`src/rtl/fifo_irq_pkg.sv`:
```
package fifo_irq_pkg;
  localparam int N_SRC = 5;
  // source / enable bit positions
  localparam int SRC_RXH = 0;
  localparam int SRC_TXH = 1;
  localparam int SRC_TXE = 2;
  localparam int SRC_CTO = 3;
  localparam int SRC_TMR = 4;
  // register offsets
  localparam int REG_MODE = 0;
  localparam int REG_IEN  = 1;
  localparam int REG_STAT = 2;
  localparam int REG_TCTL = 3;
  // field positions
  localparam int MODE_LVL_BIT = 4;
  localparam int STAT_TMR_BIT = 7;
  localparam int STAT_CTO_BIT = 6;
  localparam int TCTL_EN_BIT  = 0;
endpackage

```
`src/rtl/fifo_irq_regs.sv`:
```
module fifo_irq_regs
  import fifo_irq_pkg::*;
#(
  parameter int ADDR_W = 3,
  parameter int DATA_W = 8
) (
  input  logic              clk,
  input  logic              rst_n,
  input  logic [ADDR_W-1:0] addr_i,
  input  logic [DATA_W-1:0] wdata_i,
  input  logic              wr_i,
  input  logic              rd_i,
  output logic [DATA_W-1:0] rdata_o,
  input  logic              pend_tmr_i,
  input  logic              pend_cto_i,
  output logic              level_mode_o,
  output logic [N_SRC-1:0]  ien_o,
  output logic              tmr_en_o,
  output logic              stat_rd_o,
  output logic              tmr_off_o
);
  localparam logic [ADDR_W-1:0] A_MODE = ADDR_W'(REG_MODE);
  localparam logic [ADDR_W-1:0] A_IEN  = ADDR_W'(REG_IEN);
  localparam logic [ADDR_W-1:0] A_STAT = ADDR_W'(REG_STAT);
  localparam logic [ADDR_W-1:0] A_TCTL = ADDR_W'(REG_TCTL);

  logic [DATA_W-1:0] mode_q, mode_d, ien_q, ien_d, tctl_q, tctl_d;
  logic wr_mode, wr_ien, wr_tctl;

  assign wr_mode = wr_i && (addr_i == A_MODE);
  assign wr_ien  = wr_i && (addr_i == A_IEN);
  assign wr_tctl = wr_i && (addr_i == A_TCTL);

  always_comb begin
    mode_d = wr_mode ? wdata_i : mode_q;
    ien_d  = wr_ien  ? wdata_i : ien_q;
    tctl_d = wr_tctl ? wdata_i : tctl_q;
  end

  always_ff @(posedge clk or negedge rst_n) begin
    if (!rst_n) begin
      mode_q <= '0;
      ien_q  <= '0;
      tctl_q <= '0;
    end else begin
      if (wr_mode) mode_q <= mode_d;
      if (wr_ien)  ien_q  <= ien_d;
      if (wr_tctl) tctl_q <= tctl_d;
    end
  end

  always_comb begin
    rdata_o = '0;
    if (rd_i) begin
      case (addr_i)
        A_MODE: rdata_o = mode_q;
        A_IEN:  rdata_o = ien_q;
        A_STAT: begin
          rdata_o[STAT_TMR_BIT] = pend_tmr_i;
          rdata_o[STAT_CTO_BIT] = pend_cto_i;
        end
        A_TCTL: rdata_o = tctl_q;
        default: rdata_o = '0;
      endcase
    end
  end

  assign level_mode_o = mode_q[MODE_LVL_BIT];
  assign ien_o        = ien_q[N_SRC-1:0];
  assign tmr_en_o     = tctl_q[TCTL_EN_BIT];
  assign stat_rd_o    = rd_i && (addr_i == A_STAT);
  assign tmr_off_o    = wr_tctl && !wdata_i[TCTL_EN_BIT];

  // the status offset is read only
  assert_stat_readonly_R2: assert property (@(posedge clk) disable iff (!rst_n)
    (wr_i && addr_i == A_STAT) |=> ($stable(mode_q) && $stable(ien_q) && $stable(tctl_q)));
endmodule

```
`src/rtl/fifo_irq_sources.sv`:
```
module fifo_irq_sources
  import fifo_irq_pkg::*;
(
  input  logic             clk,
  input  logic             rst_n,
  input  logic             rx_half_i,
  input  logic             rx_rd_i,
  input  logic             char_tmo_i,
  input  logic             tx_empty_i,
  input  logic             tx_wr_i,
  input  logic             tx_half_i,
  input  logic             timer_tick_i,
  input  logic             stat_rd_i,
  input  logic             tmr_en_i,
  input  logic             tmr_off_i,
  output logic [N_SRC-1:0] pend_o
);
  logic cto_q, cto_d, txe_q, txe_d, txh_q, txh_d, tmr_q, tmr_d;
  logic txe_seen_q, txh_seen_q;
  logic txe_rise, txh_fall;

  assign txe_rise = tx_empty_i && !txe_seen_q;
  assign txh_fall = !tx_half_i && txh_seen_q;

  always_comb begin
    // a new event wins over a clear in the same clock
    if (char_tmo_i)                cto_d = 1'b1;
    else if (rx_rd_i || stat_rd_i) cto_d = 1'b0;
    else                           cto_d = cto_q;

    if (txe_rise)                  txe_d = 1'b1;
    else if (tx_wr_i || stat_rd_i) txe_d = 1'b0;
    else                           txe_d = txe_q;

    if (txh_fall)                    txh_d = 1'b1;
    else if (tx_half_i || stat_rd_i) txh_d = 1'b0;
    else                             txh_d = txh_q;

    // disabling the timer is the only clear
    if (tmr_off_i)                     tmr_d = 1'b0;
    else if (timer_tick_i && tmr_en_i) tmr_d = 1'b1;
    else                               tmr_d = tmr_q;
  end

  always_ff @(posedge clk or negedge rst_n) begin
    if (!rst_n) begin
      cto_q      <= 1'b0;
      txe_q      <= 1'b0;
      txh_q      <= 1'b0;
      tmr_q      <= 1'b0;
      txe_seen_q <= 1'b1;
      txh_seen_q <= 1'b0;
    end else begin
      cto_q      <= cto_d;
      txe_q      <= txe_d;
      txh_q      <= txh_d;
      tmr_q      <= tmr_d;
      txe_seen_q <= tx_empty_i;
      txh_seen_q <= tx_half_i;
    end
  end

  always_comb begin
    pend_o          = '0;
    pend_o[SRC_RXH] = rx_half_i;
    pend_o[SRC_TXH] = txh_q;
    pend_o[SRC_TXE] = txe_q;
    pend_o[SRC_CTO] = cto_q;
    pend_o[SRC_TMR] = tmr_q;
  end

  assert_cto_clear_R4: assert property (@(posedge clk) disable iff (!rst_n)
    ((rx_rd_i || stat_rd_i) && !char_tmo_i) |=> !cto_q);
  assert_cto_setwins_R12: assert property (@(posedge clk) disable iff (!rst_n)
    char_tmo_i |=> cto_q);
  assert_txe_clear_R5: assert property (@(posedge clk) disable iff (!rst_n)
    ((tx_wr_i || stat_rd_i) && !tx_empty_i) |=> !txe_q);
  assert_txh_clear_R6: assert property (@(posedge clk) disable iff (!rst_n)
    tx_half_i |=> !txh_q);
  assert_timer_sticky_R7: assert property (@(posedge clk) disable iff (!rst_n)
    (tmr_q && !tmr_off_i) |=> tmr_q);
endmodule

```
`src/rtl/fifo_irq_out.sv`:
```
module fifo_irq_out
  import fifo_irq_pkg::*;
(
  input  logic             clk,
  input  logic             rst_n,
  input  logic [N_SRC-1:0] pend_i,
  input  logic [N_SRC-1:0] ien_i,
  input  logic             uart_irq_i,
  input  logic             level_mode_i,
  output logic             irq_o
);
  logic any_req, any_q, irq_q, irq_d;

  assign any_req = (|(pend_i & ien_i)) || uart_irq_i;

  always_comb begin
    if (level_mode_i) irq_d = any_req;
    else              irq_d = any_req && !any_q;
  end

  always_ff @(posedge clk or negedge rst_n) begin
    if (!rst_n) begin
      any_q <= 1'b0;
      irq_q <= 1'b0;
    end else begin
      any_q <= any_req;
      irq_q <= irq_d;
    end
  end

  assign irq_o = irq_q;

  assert_edge_pulse_R10: assert property (@(posedge clk) disable iff (!rst_n)
    (irq_o && !level_mode_i) |=> (!irq_o || level_mode_i));
  assert_level_rx_R9: assert property (@(posedge clk) disable iff (!rst_n)
    (level_mode_i && ien_i[SRC_RXH] && pend_i[SRC_RXH]) |=> irq_o);
  assert_passthru_R11: assert property (@(posedge clk) disable iff (!rst_n)
    (level_mode_i && uart_irq_i) |=> irq_o);
  assert_masked_quiet_R8: assert property (@(posedge clk) disable iff (!rst_n)
    (level_mode_i && !uart_irq_i && ((pend_i & ien_i) == '0)) |=> !irq_o);
endmodule

```
`src/rtl/fifo_irq_ctrl.sv`:
```
module fifo_irq_ctrl
  import fifo_irq_pkg::*;
#(
  parameter int ADDR_W = 3,
  parameter int DATA_W = 8
) (
  input  logic              clk,
  input  logic              rst_n,
  input  logic [ADDR_W-1:0] addr_i,
  input  logic [DATA_W-1:0] wdata_i,
  input  logic              wr_i,
  input  logic              rd_i,
  output logic [DATA_W-1:0] rdata_o,
  input  logic              rx_half_i,
  input  logic              rx_rd_i,
  input  logic              char_tmo_i,
  input  logic              tx_empty_i,
  input  logic              tx_wr_i,
  input  logic              tx_half_i,
  input  logic              timer_tick_i,
  input  logic              uart_irq_i,
  output logic              irq_o
);
  logic [1:0]       rst_sync_q;
  logic             rst_ni;
  logic [N_SRC-1:0] pend, ien;
  logic             level_mode, tmr_en, stat_rd, tmr_off;

  always_ff @(posedge clk or negedge rst_n) begin
    if (!rst_n) rst_sync_q <= 2'b00;
    else        rst_sync_q <= {rst_sync_q[0], 1'b1};
  end
  assign rst_ni = rst_sync_q[1];

  fifo_irq_regs #(.ADDR_W(ADDR_W), .DATA_W(DATA_W)) u_regs (
    .clk(clk), .rst_n(rst_ni), .addr_i(addr_i), .wdata_i(wdata_i),
    .wr_i(wr_i), .rd_i(rd_i), .rdata_o(rdata_o),
    .pend_tmr_i(pend[SRC_TMR]), .pend_cto_i(pend[SRC_CTO]),
    .level_mode_o(level_mode), .ien_o(ien), .tmr_en_o(tmr_en),
    .stat_rd_o(stat_rd), .tmr_off_o(tmr_off)
  );

  fifo_irq_sources u_src (
    .clk(clk), .rst_n(rst_ni), .rx_half_i(rx_half_i), .rx_rd_i(rx_rd_i),
    .char_tmo_i(char_tmo_i), .tx_empty_i(tx_empty_i), .tx_wr_i(tx_wr_i),
    .tx_half_i(tx_half_i), .timer_tick_i(timer_tick_i), .stat_rd_i(stat_rd),
    .tmr_en_i(tmr_en), .tmr_off_i(tmr_off), .pend_o(pend)
  );

  fifo_irq_out u_out (
    .clk(clk), .rst_n(rst_ni), .pend_i(pend), .ien_i(ien),
    .uart_irq_i(uart_irq_i), .level_mode_i(level_mode), .irq_o(irq_o)
  );

  assert_reset_quiet_R1: assert property (@(posedge clk)
    !rst_ni |=> (!irq_o || !rst_ni));
endmodule

```
`config.mk`:
```
export PLATFORM = sky130hd
export DESIGN_NAME = fifo_irq_ctrl
export DESIGN_NICKNAME = d
export VERILOG_FILES = /design/src/rtl/fifo_irq_pkg.sv /design/src/rtl/fifo_irq_regs.sv /design/src/rtl/fifo_irq_sources.sv /design/src/rtl/fifo_irq_out.sv /design/src/rtl/fifo_irq_ctrl.sv
export SDC_FILE = /design/constraint.sdc
export NUM_CORES = 1
export LEC_CHECK = 0
export BUFFER_PORTS_ARGS = -buffer_cell sky130_fd_sc_hd__buf_2
export CORE_ASPECT_RATIO = 1.75
export CORE_MARGIN = 1.5
export CORE_UTILIZATION = 54
export CTS_CLUSTER_SIZE = 20
export DETAILED_ROUTE_END_ITERATION = 7
export PLACE_DENSITY = 0.87
export SLEW_MARGIN = 20
export SYNTH_ARGS = -nofsm -noshare
export SYNTH_HDL_FRONTEND = slang
export SYNTH_HIERARCHICAL = 1
export SYNTH_SLANG_ARGS = --single-unit
```
`constraint.sdc`:
```
create_clock -name clk -period 1.5 [get_ports clk]
set_clock_uncertainty 0.15 [all_clocks]
set_input_delay 0.15 -clock clk [delete_from_list [all_inputs] [get_ports clk]]
set_output_delay 0.15 -clock clk [all_outputs]
set_load 0.01 [all_outputs]
```
==> flow_summary_export.csv <==
group,metric,value,unit
outcome,status,"finished, violations left",
outcome,violations,"design-rule violations, negative setup slack",
power_and_ir_drop,p_total,2.51,mW
clock_network,clkTransAtPathRegs,0.07,ns
cells_and_area,n_antenna_cell,0,
run,cap_violations,0,
drt,first_iter_violations,32,
global_routing,grtUsageTotal,22.1,%
synth,ys_seq_area_share,52.6,%
cells_and_area,final_cell_area,2130,µm²
drt,drtAntennaViolNets,0,
placement,post_dp_cell_area,1800,µm²
critical_path,path_max_fanout,2,
critical_path,path_cells,"mux4_2, nor2b_4, buf_6",
sta,whs,0.0188,ns
cells_and_area,area_growth_syn_to_layout,31.4,%
synth,synth_area_leaders,"dfrtp_1 51%, mux2_2 17%, buf_4 4.6%",
drt,viasPerCell,5.57,
global_routing,grt.met1_usage,25.4,%
floorplan,die_h,75.5,µm
synth,ys_warn_count,6,
clock_network,clock_sinks,34,
synth,syn_nets,142,
placement,hpwl,2260,µm
drt,drc,4,
cells_and_area,layout-drive-gt1-share,52.3,%
clock_network,clockRootBuffer,"clkbuf_8",
critical_path,path_class,"reg2out",
synth,netlist.area_leader.share,51.0,%
global_routing,grt_pass1_vias,1111,
drt,wl_per_cell,16.4,µm
sta,postLayoutSetupSlackWorst,-0.221,ns
power_and_ir_drop,leakage,1.00,nW
critical_path,cp_top_family,"multiplexers",
synth,synth_area,1620,µm²
drt,first_pass_iters,6,
power_and_ir_drop,vdd_drop_max,1.08,mV
clock_network,cts_max_level,2,
sta,slew_violations,0,
critical_path,critPathMaxStageDelay,0.48,ns
floorplan,row_count,26,
floorplan,io_pins,32,
floorplan,dieArea,3350,µm²
floorplan,core_area,2900,µm²
synth,syn_area_per_cell,13.6,µm²
critical_path,crit_arrival,1.42,ns
global_routing,grt_use_met3,5.45,%
sta,final.min_clock_period,1.72,ns
critical_path,cp_slowest_cell,"mux4_2",
global_routing,overflow,0,
synth,yosys.area.top_type,"dfrtp_1",
power_and_ir_drop,powerDensity,1180,nW/µm²
global_routing,met2_usage,36.8,%
placement,place_congestion,0.759,
critical_path,crit_path_start_kind,"flop",
sta,rsz0062_at_grt,"yes",
critical_path,path_buf_inv,1,
sta,hold_viol,0,
cells_and_area,final_nets,198,
synth,synth_cells,119,
synth,synth_cell_type_count,28,
clock_network,cts_buffers,5,
sta,fmax,581,MHz
floorplan,start_util,56.0,%
critical_path,cp-end-kind,"output port",
cells_and_area,seq_area,852,µm²
global_routing,top_usage_layer,"met2",
clock_network,clock_latency,0.29,ns
placement,io_buffers,31,
critical_path,cp_data_required_time,1.20,ns
cells_and_area,fillers,217,
placement,pre_cts_ws,-0.0234,ns
drt,vias,1136,
cells_and_area,multi_input_area,658,µm²
sta,post-route-period-util,115,%
synth,ys_ff_latch,34,
global_routing,grt_first_pass_wirelength,5180,µm
floorplan,dieWidth,44.4,µm
drt,wl,3340,µm
global_routing,antenna_found_initial,0,
clock_network,tritoncts,"built",
sta,setup_viol,3,
hold_path,hold_class,"in2reg",
clock_network,clk_path_buf_depth,2,
global_routing,grt_max_degree,33,
## logic make-up (layout without fill, tap and decap cells)
family	Yosys count	after routing	share of synthesized area, %
AOI/OAI and AO/OA	20	20	10.3
DFF	34	34	52.6
muxes	32	32	23.4
and+or+nand+nor	12	12	5.87
buffers and inverters	20	77	7.64
other	1	1	0.231
## state kept, by name, summed over array words and instances, names as in the netlist
signal	count
u_regs/ien_q	8
u_regs/mode_q	8
u_regs/tctl_q	8
rst_sync_q	2
u_out/any_q	1
u_out/irq_o	1
u_src/cto_q	1
u_src/tmr_q	1
u_src/txe_q	1
u_src/txe_seen_q	1
u_src/txh_q	1
u_src/txh_seen_q	1
## timing repair
item                                    in CTS  in global routing
resized for setup                            1                  7
endpoints found under the hold margin       33                  0
hold buffers                                16                  0
pin swaps                                    1                  1
endpoints found under the setup margin       6                  7
buffers inserted                             3                  2
## through the flow
step	std cells	setup TNS, ns	util, %
floorplan	119	0	-
finish	204	-0.466	73.5
CTS	202	-0.501	72.0
global route	204	-0.676	73.5
detailed placement	175	-0.0234	62.0
global placement	175	-0.00443	62.0
## routing by layer
layer / vias to the layer above / part of all wire, %
met4: 0 / 2.8
met1: 561 / 39
met3: 7 / 4.7
met2: 39 / 54
met5: - / 0
li1: 529 / -
## area by class of cell
class                   count  share of cell area [%]
well taps                  28                    1.65
repair buffers             64                    21.4
multi-input cells          65                    30.9
clock inverters             3                    1.88
clock buffers               5                    3.23
inverters                   5                   0.882
flip-flops and latches     34                    40.0
## power breakdown
group,total [mW],switching [mW],internal (mW)
clock network,0.811,0.323,0.488
logic,0.512,0.200,0.312
registers,1.19,0.0973,1.09
total,2.51,0.620,1.89
## cell usage after synthesis
library cell  number
mux2i_1            6
inv_1              5
a21oi_2            1
a21boi_0           6
a32oi_1            1
conb_1             1
nor2b_1            2
o32ai_2            1
buf_6              1
dfstp_2            1
mux2_2            24
clkbuf_1           1
dfrtp_1           33
nand3_1            1
nor4bb_1           1
nand2b_1           2
nor2_1             3
nor4b_4            1
mux4_2             1
buf_2              3
a21oi_1            2
a21o_1             1
nand4b_2           1
a22oi_2            2
nor3_1             1
mux4_1             1
buf_4             10
a211oi_1           6
## path summary, 6_finish.rpt
kind	from	endpoint	slack, ns	depth (start not counted)
min in group asynchronous	rst_n	rst_sync_q[1]	0.03	2
worst min register to register	rst_sync_q[1]	u_regs/ien_q[5]	0.11	1
worst max register to register	u_src/tmr_q	u_out/irq_o	0.38	3
worst max-delay path	u_regs/tctl_q[7]	rdata_o[7]	-0.22	3
max in group asynchronous	rst_sync_q[1]	u_src/txe_seen_q	0.76	1
worst min-delay path	rx_rd_i	u_src/cto_q	0.02	3
## cell usage in the layout, fill, tap and decap left out, drive strengths merged, types with 3 or more instances in the layout
cell type and n:
mux2i 6, inv 5, clkbuf 5, mux2 24, dfrtp 33, buf 48
nor2 3, dlygate4sd3 16, a21boi 6, a21oi 3, a211oi 6
## worst min-delay path, stage by stage
cell	delay [ns]
buf_2	0.07
nor2_1	0.03
a21o_1	0.16
No activity file was read; power rests on OpenSTA's default activity.
